File: src/rtl/i2c_cbt_pkg.sv
package i2c_cbt_pkg;

  typedef enum logic [2:0] {
    ST_IDLE, ST_DEV, ST_CTRL, ST_ADDR, ST_WDATA, ST_WAITRS, ST_RDATA, ST_SKIP
  } cbt_state_e;

  // reserved upper bits must be zero and size code 11 is not allowed
  function automatic logic ctrl_ok(input logic [7:0] b);
    return (b[7:3] == 5'd0) && (b[2:1] != 2'b11);
  endfunction

  // number of access-address bytes selected by the size field
  function automatic logic [2:0] ctrl_addr_bytes(input logic [7:0] b);
    case (b[2:1])
      2'b00:   return 3'd1;
      2'b01:   return 3'd2;
      default: return 3'd4;
    endcase
  endfunction

endpackage

File: src/rtl/i2c_cbt_bus_events.sv
module i2c_cbt_bus_events (
  input  logic clk,
  input  logic rst_n,
  input  logic scl_i,
  input  logic sda_i,
  output logic scl_rise,
  output logic scl_fall,
  output logic start_det,
  output logic stop_det
);
  logic scl_q, sda_q;

  always_ff @(posedge clk or negedge rst_n) begin
    if (!rst_n) begin
      scl_q <= 1'b1;
      sda_q <= 1'b1;
    end else begin
      scl_q <= scl_i;
      sda_q <= sda_i;
    end
  end

  assign scl_rise  = scl_i & ~scl_q;
  assign scl_fall  = ~scl_i & scl_q;
  assign start_det = scl_i & scl_q & sda_q & ~sda_i;
  assign stop_det  = scl_i & scl_q & ~sda_q & sda_i;

endmodule

File: src/rtl/i2c_cbt_shifter.sv
module i2c_cbt_shifter #(
  parameter int BYTE_W = 8,
  localparam int CNT_W = $clog2(BYTE_W + 1)
) (
  input  logic              clk,
  input  logic              rst_n,
  input  logic              clr,
  input  logic              scl_rise,
  input  logic              scl_fall,
  input  logic              sda_i,
  output logic [BYTE_W-1:0] rx_byte,
  output logic              byte_done,
  output logic              ack_rise,
  output logic              ack_end,
  output logic              bit_fall,
  output logic [CNT_W-1:0]  bit_idx
);
  logic [CNT_W-1:0] cnt;
  logic             in_ack;

  always_ff @(posedge clk or negedge rst_n) begin
    if (!rst_n) begin
      cnt     <= '0;
      in_ack  <= 1'b0;
      rx_byte <= '0;
    end else if (clr) begin
      cnt    <= '0;
      in_ack <= 1'b0;
    end else if (scl_rise) begin
      if (!in_ack && cnt < CNT_W'(BYTE_W)) begin
        rx_byte <= {rx_byte[BYTE_W-2:0], sda_i};
        cnt     <= cnt + 1'b1;
      end
    end else if (scl_fall) begin
      if (in_ack) begin
        in_ack <= 1'b0;
        cnt    <= '0;
      end else if (cnt == CNT_W'(BYTE_W)) begin
        in_ack <= 1'b1;
      end
    end
  end

  assign byte_done = scl_fall & ~in_ack & (cnt == CNT_W'(BYTE_W));
  assign ack_rise  = scl_rise & in_ack;
  assign ack_end   = scl_fall & in_ack;
  assign bit_fall  = scl_fall & ~in_ack & (cnt != '0) & (cnt != CNT_W'(BYTE_W));
  assign bit_idx   = cnt;

  // a start or stop always leaves the bit counter at the byte boundary
  assert_clr_restarts_R9: assert property (@(posedge clk) disable iff (!rst_n)
    clr |=> (cnt == '0 && !in_ack));

endmodule

File: src/rtl/i2c_cbt_target.sv
module i2c_cbt_target
  import i2c_cbt_pkg::*;
#(
  parameter logic [6:0] DEV_ADDR = 7'h52,
  parameter int         PTR_W    = 32
) (
  input  logic             clk,
  input  logic             rst_n,
  input  logic             scl_i,
  input  logic             sda_i,
  output logic             sda_oe,
  output logic             wr_en,
  output logic [PTR_W-1:0] wr_addr,
  output logic [7:0]       wr_data,
  output logic             rd_req,
  output logic [PTR_W-1:0] rd_addr,
  input  logic [7:0]       rd_data
);
  localparam int BYTE_W = 8;
  localparam int CNT_W  = $clog2(BYTE_W + 1);

  logic scl_rise, scl_fall, start_det, stop_det;
  logic [7:0] rx;
  logic byte_done, ack_rise, ack_end, bit_fall;
  logic [CNT_W-1:0] bit_idx;

  cbt_state_e       st, nxt;
  logic             dir_rd, armed, mack, rd_req_d;
  logic [2:0]       addr_left;
  logic [PTR_W-1:0] ptr;
  logic [7:0]       tx;
  logic             dev_hit;

  i2c_cbt_bus_events u_ev (
    .clk(clk), .rst_n(rst_n), .scl_i(scl_i), .sda_i(sda_i),
    .scl_rise(scl_rise), .scl_fall(scl_fall),
    .start_det(start_det), .stop_det(stop_det)
  );

  i2c_cbt_shifter #(.BYTE_W(BYTE_W)) u_sh (
    .clk(clk), .rst_n(rst_n), .clr(start_det | stop_det),
    .scl_rise(scl_rise), .scl_fall(scl_fall), .sda_i(sda_i),
    .rx_byte(rx), .byte_done(byte_done), .ack_rise(ack_rise),
    .ack_end(ack_end), .bit_fall(bit_fall), .bit_idx(bit_idx)
  );

  assign dev_hit = (rx[7:1] == DEV_ADDR);

  always_ff @(posedge clk or negedge rst_n) begin
    if (!rst_n) begin
      st <= ST_IDLE; nxt <= ST_IDLE;
      sda_oe <= 1'b0; wr_en <= 1'b0; rd_req <= 1'b0; rd_req_d <= 1'b0;
      wr_addr <= '0; wr_data <= '0; rd_addr <= '0;
      dir_rd <= 1'b0; armed <= 1'b0; mack <= 1'b0;
      addr_left <= '0; ptr <= '0; tx <= '0;
    end else begin
      wr_en    <= 1'b0;
      rd_req   <= 1'b0;
      rd_req_d <= rd_req;
      if (rd_req_d) tx <= rd_data;
      if (start_det) begin
        st <= ST_DEV;
        sda_oe <= 1'b0;
      end else if (stop_det) begin
        st <= ST_IDLE;
        sda_oe <= 1'b0;
        armed <= 1'b0;
      end else begin
        if (byte_done) begin
          nxt <= st;
          unique case (st)
            ST_DEV: begin
              nxt <= ST_SKIP;
              if (dev_hit && !rx[0]) begin
                sda_oe <= 1'b1;
                nxt <= ST_CTRL;
              end else if (dev_hit && armed) begin
                sda_oe <= 1'b1;
                nxt <= ST_RDATA;
                armed <= 1'b0;
                rd_req <= 1'b1;
                rd_addr <= ptr;
                ptr <= ptr + 1'b1;
              end
            end
            ST_CTRL: begin
              nxt <= ST_SKIP;
              if (ctrl_ok(rx)) begin
                sda_oe <= 1'b1;
                dir_rd <= rx[0];
                addr_left <= ctrl_addr_bytes(rx);
                ptr <= '0;
                armed <= 1'b0;
                nxt <= ST_ADDR;
              end
            end
            ST_ADDR: begin
              sda_oe <= 1'b1;
              ptr <= {ptr[PTR_W-9:0], rx};
              addr_left <= addr_left - 1'b1;
              if (addr_left == 3'd1) begin
                nxt <= dir_rd ? ST_WAITRS : ST_WDATA;
                armed <= dir_rd;
              end
            end
            ST_WDATA: begin
              sda_oe <= 1'b1;
              wr_en <= 1'b1;
              wr_addr <= ptr;
              wr_data <= rx;
              ptr <= ptr + 1'b1;
            end
            ST_RDATA: sda_oe <= 1'b0;
            default: ;
          endcase
        end
        if (ack_rise && st == ST_RDATA) begin
          mack <= ~sda_i;
          if (!sda_i) begin
            rd_req <= 1'b1;
            rd_addr <= ptr;
            ptr <= ptr + 1'b1;
          end
        end
        if (ack_end) begin
          st <= nxt;
          sda_oe <= 1'b0;
          if (nxt == ST_RDATA) begin
            if (st != ST_RDATA || mack) sda_oe <= ~tx[7];
            else st <= ST_SKIP;
          end
        end
        if (bit_fall && st == ST_RDATA) sda_oe <= ~tx[3'd7 - bit_idx[2:0]];
      end
    end
  end

  // the enable only turns on in the clock after SCL has fallen
  assert_oe_after_fall_R10: assert property (@(posedge clk) disable iff (!rst_n)
    $rose(sda_oe) |-> $past(scl_fall));
  // a rejected control byte is never acknowledged
  assert_bad_ctrl_nak_R3: assert property (@(posedge clk) disable iff (!rst_n)
    (byte_done && st == ST_CTRL && !ctrl_ok(rx)) |=> !sda_oe);
  // a foreign slave address is never acknowledged
  assert_foreign_nak_R1: assert property (@(posedge clk) disable iff (!rst_n)
    (byte_done && st == ST_DEV && !dev_hit) |=> !sda_oe);
  // each write strobe lasts a single clock
  assert_wr_single_R5: assert property (@(posedge clk) disable iff (!rst_n)
    wr_en |=> !wr_en);
  // read requests only appear on the way into or inside a read
  assert_rdreq_in_read_R6: assert property (@(posedge clk) disable iff (!rst_n)
    rd_req |-> (st == ST_RDATA || nxt == ST_RDATA));
  // start releases SDA and re-enters slave-address reception; stop disarms
  assert_start_release_R9: assert property (@(posedge clk) disable iff (!rst_n)
    start_det |=> (st == ST_DEV && !sda_oe));
  assert_stop_disarm_R9: assert property (@(posedge clk) disable iff (!rst_n)
    stop_det |=> (!armed && st == ST_IDLE));

endmodule

File: config.mk
export PLATFORM = sky130hd
export DESIGN_NAME = i2c_cbt_target
export DESIGN_NICKNAME = d
export VERILOG_FILES = /design/src/rtl/i2c_cbt_pkg.sv /design/src/rtl/i2c_cbt_bus_events.sv /design/src/rtl/i2c_cbt_shifter.sv /design/src/rtl/i2c_cbt_target.sv
export SDC_FILE = /design/constraint.sdc
export NUM_CORES = 1
export LEC_CHECK = 0
export CORE_MARGIN = 5
export CORE_UTILIZATION = 45
export DETAILED_ROUTE_END_ITERATION = 8
export GPL_TIMING_DRIVEN = 0
export PLACE_DENSITY = 0.67
export SYNTH_ARGS = -nofsm -noshare
export SYNTH_HDL_FRONTEND = slang
export SYNTH_SLANG_ARGS = --single-unit
File: constraint.sdc
create_clock -name clk -period 6.3 [get_ports clk]
set_input_delay 0.945 -clock clk [delete_from_list [all_inputs] [get_ports clk]]
set_output_delay 0.945 -clock clk [all_outputs]
set_load 0.005 [all_outputs]
==> results of run 1 <==
==> cell families after synthesis <==
kind of cell | count (synthesis) | synth area share, %
adder cells (fa/ha/maj) | 8 | 1.40
AO/OA/AOI/OAI | 158 | 14.2
AND/OR/NAND/NOR | 311 | 20.6
flip-flops | 143 | 49.9
multiplexers | 61 | 9.95
XOR/XNOR | 2 | 0.244
buffers and inverters | 62 | 3.72
==> worst max-delay path by stage <==
stage	start	end	slack (ps)	cells past startpoint
after floorplan	scl_i	ptr[12]$_DFFE_PN0P_	3460	7
after global placement	rst_n	wr_data[0]$_DFFE_PN0P_	-1330	1
after detailed placement	scl_i	ptr[5]$_DFFE_PN0P_	2090	9
after CTS	scl_i	ptr[12]$_DFFE_PN0P_	2560	8
after global routing	scl_i	ptr[7]$_DFFE_PN0P_	2200	9
final	scl_i	ptr[12]$_DFFE_PN0P_	2450	8
==> area by class of cell <==
cell class,instances,area (sq um),area share (%)
Timing Repair Buffer,87,890,9.92
Tap cell,216,270,3.01
Inverter,17,63.8,0.712
Sequential cell,143,3580,39.9
Buffer,45,203,2.26
Clock inverter,13,183,2.04
Multi-Input combinational cell,540,3320,37.1
Clock buffer,19,453,5.05
==> synthesized netlist by cell type, drive strengths merged, types with 12 or more instances <==
cell type / instances / area share [%]
nand2: 157 / 8.2
dfrtp: 141 / 49
mux2: 56 / 8.8
o21ai: 50 / 3.5
a21oi: 37 / 2.6
nor2: 37 / 2.0
clkbuf: 33 / 1.7
nor3: 22 / 1.6
inv: 17 / 0.89
nand3: 17 / 1.2
buf: 12 / 1.1
==> power groups by stage <==
stage	combinational [mW]	sequential, mW	clock [mW]
after CTS	0.150	0.993	1.09
after floorplan	0.0945	0.985	0
final	0.148	0.994	1.08
after global placement	0.142	1.01	0
after global routing	0.169	0.999	1.14
after detailed placement	0.149	1.01	0
==> registers in the layout (all words and copies together), names as in the netlist <==
register      count
nxt               3
mack              1
wr_data           8
rd_req            1
ptr              32
wr_en             1
u_ev.sda_q        1
armed             1
u_sh.in_ack       1
addr_left         3
u_ev.scl_q        1
sda_oe            1
rd_addr          32
st                3
wr_addr          32
u_sh.bit_idx      4
tx                8
u_sh.rx_byte      8
dir_rd            1
rd_req_d          1
==> worst max-delay path, stage by stage <==
cell and delay (ps):
clkdlybuf4s50_1 540, ha_1 290, nand2_1 140, nor3_1 820
o22ai_1 590, nand2b_1 390, or3_1 380, nand3_1 80
==> stage by stage <==
| stage | hold slack, ps | setup TNS, ps |
|---|---|---|
| after floorplan | 376 | 0 |
| after global placement | 367 | -185960 |
| after detailed placement | 357 | 0 |
| after CTS | 388 | 0 |
| after global routing | 401 | 0 |
| final | 385 | 0 |
==> per-layer routing <==
layer	global-route usage (%)	vias to the layer above	routed length, microns
met4	9.35	0	550
met3	4.29	45	1310
li1	-	2873	-
met1	30.1	3031	8680
met2	37.6	264	9800
met5	0	-	0
==> qor.csv, run 1 <==
metric;value;unit
ys_seq_elements;143;
place_congestion;0.867;
fillCellCount;1389;
r2r_end;ptr[16]$_DFFE_PN0P_;
place_area;0.00833;sq mm
clockBufferDepth;2;
drv_cap;0;
rows;46;
synth_cell_types;71;
p_sw;529;uW
arrival;4200;ps
syn_nets;765;
r2r_slack;2830;ps
tightestPinTransition;1180;ps
end_kind;flip-flop;
h-tree-depth;4;
setup_slack;2450;ps
fmax;0.260;GHz
p_total;2.22;mW
period_minus_slack;3850;ps
post_cts_resized;0;
crit_path_max_fanout;10;
grt_pass1_wl;33.2;mm
fin_nets;871;
place_ws;2090;ps
num_vias;6213;
die_area;0.0186;sq mm
place_inst;1048;
core-area;0.0158;sq mm
cts.repair_timing.setup_buffer_count;0;
area_growth;25.0;%
start_kind;input pin;
synthCells;745;
layout_common_cells;157 x nand2_1, 141 x dfrtp_1, 85 x clkdlybuf4s50_1, 53 x mux2_2, 49 x o21ai_0;
holdCritStartpoint;rd_req$_DFF_PN0_;
fin_area;0.00897;sq mm
drc;0;
synth_area;0.00717;sq mm
antenna_found_initial;0;
path_class;input pin to flip-flop;
required;6650;ps
final_common_cell;nand2_1;
synth.avg_cell_area;9.63;sq um
io_buffers;86;
period_share;61.1;%
numCtsBuffers;17;
wl;20.3;mm
yosys_warnings;0;
grt_overflow;0;
dieHeight;136;microns
switching_share;23.9;%
stdcell_count;1080;
grtUsageTotal;23.0;%
skew;6.50;ps
comb_power_share;6.7;%
status;finished, final reports clean;
power_frac_seq;44.8;%
cell_internal_pwr;1.69;mW
hold_class;flip-flop to flip-flop;
r2r_start;u_sh.rx_byte[2]$_DFFE_PN0P_;
rr_worst_depth;8;
synth_edf_count;0;
dp_hpwl;14.4;mm
clock_latency;420;ps
antenna_left;0;
finalMaxSlewViolations;0;
clk_pin_slew;60;ps
min_to;rd_req_d$_DFF_PN0_;
cts_root_buffer;clkbuf_16;
drt-wirelength-per-cell;18.8;microns
n_antenna_cell;0;
vdd_drop_max;0.167;mV
hold_viol;0;
finalSetupViolCount;0;
rsz0062_at_grt;false;
ioPinCount;87;
first_iter_violations;618;
yosysSeqAreaShare;49.9;%
pwr-share-clk;48.5;%
async_flop_share;100;%
grt_max_degree;100;
layout-drive-gt1-share;14.0;%
grt_pass1_vias;6186;
dieWidth;136;microns
viasPerCell;5.75;
power.density;247;mW/mm^2
utilization;56.9;%
cts_sinks;143;
cts_tree;done;
slew_headroom;21.4;%
cts_hold_buf;0;
initial_core_util;45.5;%
ys.flop_type;dfrtp_1;
drt_first_pass_iters;5;
leakagePower;4.04;nW
min_delay_path_depth;0;
Power figures use the tool's default switching activity.
==> run 2: changes to the inputs <==
PLACE_DENSITY = 0.69   (was 0.67)
clock period = 3.5 ns   (was 6.3 ns; I/O delays follow)
==> run 2 against run 1 <==
Worst setup slack worse by 2300 ps. Total power is 80% higher. First-iteration DRC count is 44% higher. Combinational power is 81% higher. Global-route usage is 0.48 points lower. Non-clock buffer count stayed put. Via count is 0.29% lower. Clock power is 80% higher. Wire length is 3.0% lower.
==> qor.csv, run 2 (synthesis gave the netlist of run 1 again) <==
metric;value;unit
status;finished, final reports clean;
final_common_cell;nand2_1;
layout-drive-gt1-share;14.1;%
crit_path_max_fanout;10;
comb_power_share;6.7;%
path_class;flip-flop to flip-flop;
antenna_found_initial;0;
required;3810;ps
grt_max_degree;93;
skew;8.59;ps
dp_hpwl;13.5;mm
grt_pass1_vias;6022;
core-area;0.0158;sq mm
p_sw;972;uW
seqCellArea;0.00358;sq mm
clock_latency;430;ps
period_minus_slack;3370;ps
tightestPinTransition;906;ps
io_buffers;86;
ioPinCount;87;
vdd_drop_max;0.356;mV
p_total;4.00;mW
grtUsageTotal;22.5;%
clockBufferDepth;2;
dieWidth;136;microns
worstPathCellList;buf_6 -> or4b_4 -> buf_6 -> nor2_2 -> nand2_1 -> nor2_1 -> buf_2 -> mux2_2;
initial_core_util;45.5;%
cp.buffers_inverters;3;
drv_cap;0;
cp_top_family;simple AND/OR/NAND/NOR gates;
cell_internal_pwr;3.03;mW
stdcell_count;1080;
first_iter_violations;889;
slew_headroom;39.6;%
crit_start;u_sh.bit_idx[0]$_DFFE_PN0P_;
start_kind;flip-flop;
dieHeight;136;microns
finalSetupViolCount;0;
biggestRegsByFlops;ptr (32), rd_addr (32), wr_addr (32);
switching_share;24.3;%
fmax;0.297;GHz
place_inst;1048;
arrival;3680;ps
timing.critical_path.to;wr_data[3]$_DFFE_PN0P_;
max_stage_delay;610;ps
cts_root_buffer;clkbuf_16;
wl;19.7;mm
drt-wirelength-per-cell;18.3;microns
drt_first_pass_iters;6;
r2r_end;wr_data[3]$_DFFE_PN0P_;
viasPerCell;5.74;
numCtsBuffers;17;
rsz0062_at_grt;false;
leakagePower;4.03;nW
num_vias;6195;
end_kind;flip-flop;
fin_nets;871;
rows;46;
cts.repair_timing.setup_buffer_count;0;
die_area;0.0186;sq mm
grt_overflow;0;
cts_tree;done;
grt_pass1_wl;32.6;mm
drc;0;
cp.depth;8;
antenna_left;0;
pwr-share-clk;48.6;%
finalMaxSlewViolations;0;
period_share;96.2;%
r2r_start;u_sh.bit_idx[0]$_DFFE_PN0P_;
n_antenna_cell;0;
r2r_slack;130;ps
power_frac_seq;44.7;%
hold_class;input pin to asynchronous set/reset pin;
fillCellCount;1422;
path_common_cell;buf_6;
area_growth;25.1;%
multi_input_area;0.00334;sq mm
layout_common_cells;157 x nand2_1, 141 x dfrtp_1, 85 x clkdlybuf4s50_1, 53 x mux2_2, 49 x o21ai_0;
setup_slack;132;ps
cts_sinks;143;
slowest_stage;nor2_1;
rr_worst_depth;8;
power.density;446;mW/mm^2
place_congestion;0.901;
hold_viol;0;
place_ws;-271;ps
clk_pin_slew;60;ps
h-tree-depth;4;
==> run 2: cell types whose count changed in the layout (fill, tap and decap cells not counted) <==
cell,delta
inv_6,-1
a21oi_2,+1
clkinv_2,-2
a21oi_1,-1
clkinvlp_4,+1
nor3_2,+2
clkbuf_8,-1
clkbuf_1,+2
nor3_1,-2
inv_8,+1
==> run 2: worst reg2reg max path: cells and delay by family (launching register included) <==
family,cells,cell delay (ps)
flip-flops,1,390
buffers and inverters,3,710
multiplexers,1,390
AND/OR/NAND/NOR,4,1760
==> run 2: how the worst min path moves through the flow <==
stage | slack (ps) | endpoint | from
final | 40 | rd_addr[1]$_DFFE_PN0P_ | rst_n
after global placement | 440 | rd_req_d$_DFF_PN0_ | rd_req$_DFF_PN0_
after global routing | 80 | wr_addr[10]$_DFFE_PN0P_ | rst_n
after floorplan | 230 | addr_left[0]$_DFFE_PN0P_ | rst_n
after CTS | 50 | rd_addr[1]$_DFFE_PN0P_ | rst_n
after detailed placement | 420 | rd_req_d$_DFF_PN0_ | rd_req$_DFF_PN0_
==> run 2: timing repair <==
| action | in CTS | in global routing |
|---|---|---|
| resized for setup | 0 | 3 |
| hold buffers | 0 | 0 |
| setup endpoints to repair | 0 | 15 |
==> run 2: stage by stage <==
| stage | cell area, sq um | hold slack [ps] | TNS (ps) | utilization, % |
|---|---|---|---|---|
| after global placement | 8300 | 438 | -566720 | 52.6 |
| after CTS | 8960 | 48.8 | 0 | 56.8 |
| after global routing | 8970 | 78.8 | 0 | 56.9 |
| after detailed placement | 8330 | 423 | -8480 | 52.8 |
| after floorplan | 7170 | 229 | 0 | - |
| final | 8970 | 37.6 | 0 | 56.9 |
==> run 2: per-layer routing <==
metal | global-route usage, % | vias up | part of all wire (%)
met3 | 5.11 | 29 | 8.4
met2 | 33.7 | 294 | 45
li1 | - | 2875 | -
met5 | 0 | - | 0
met4 | 7.05 | 0 | 1.9
met1 | 32.5 | 2997 | 45
==> run 2: power groups by stage <==
stage	logic [mW]	registers (mW)	clock network, mW
final	0.268	1.79	1.94
after global routing	0.300	1.80	2.06
after CTS	0.268	1.78	1.98
after detailed placement	0.266	1.81	0
after global placement	0.256	1.81	0
after floorplan	0.170	1.77	0
==> run 2: cell type report <==
class                           instances  area share (%)
Buffer                                 45            2.26
Clock buffer                           20            4.98
Clock inverter                         12            2.04
Inverter                               17           0.711
Multi-Input combinational cell        540            37.2
Sequential cell                       143            39.9
Tap cell                              216            3.01
Timing Repair Buffer                   87            9.91
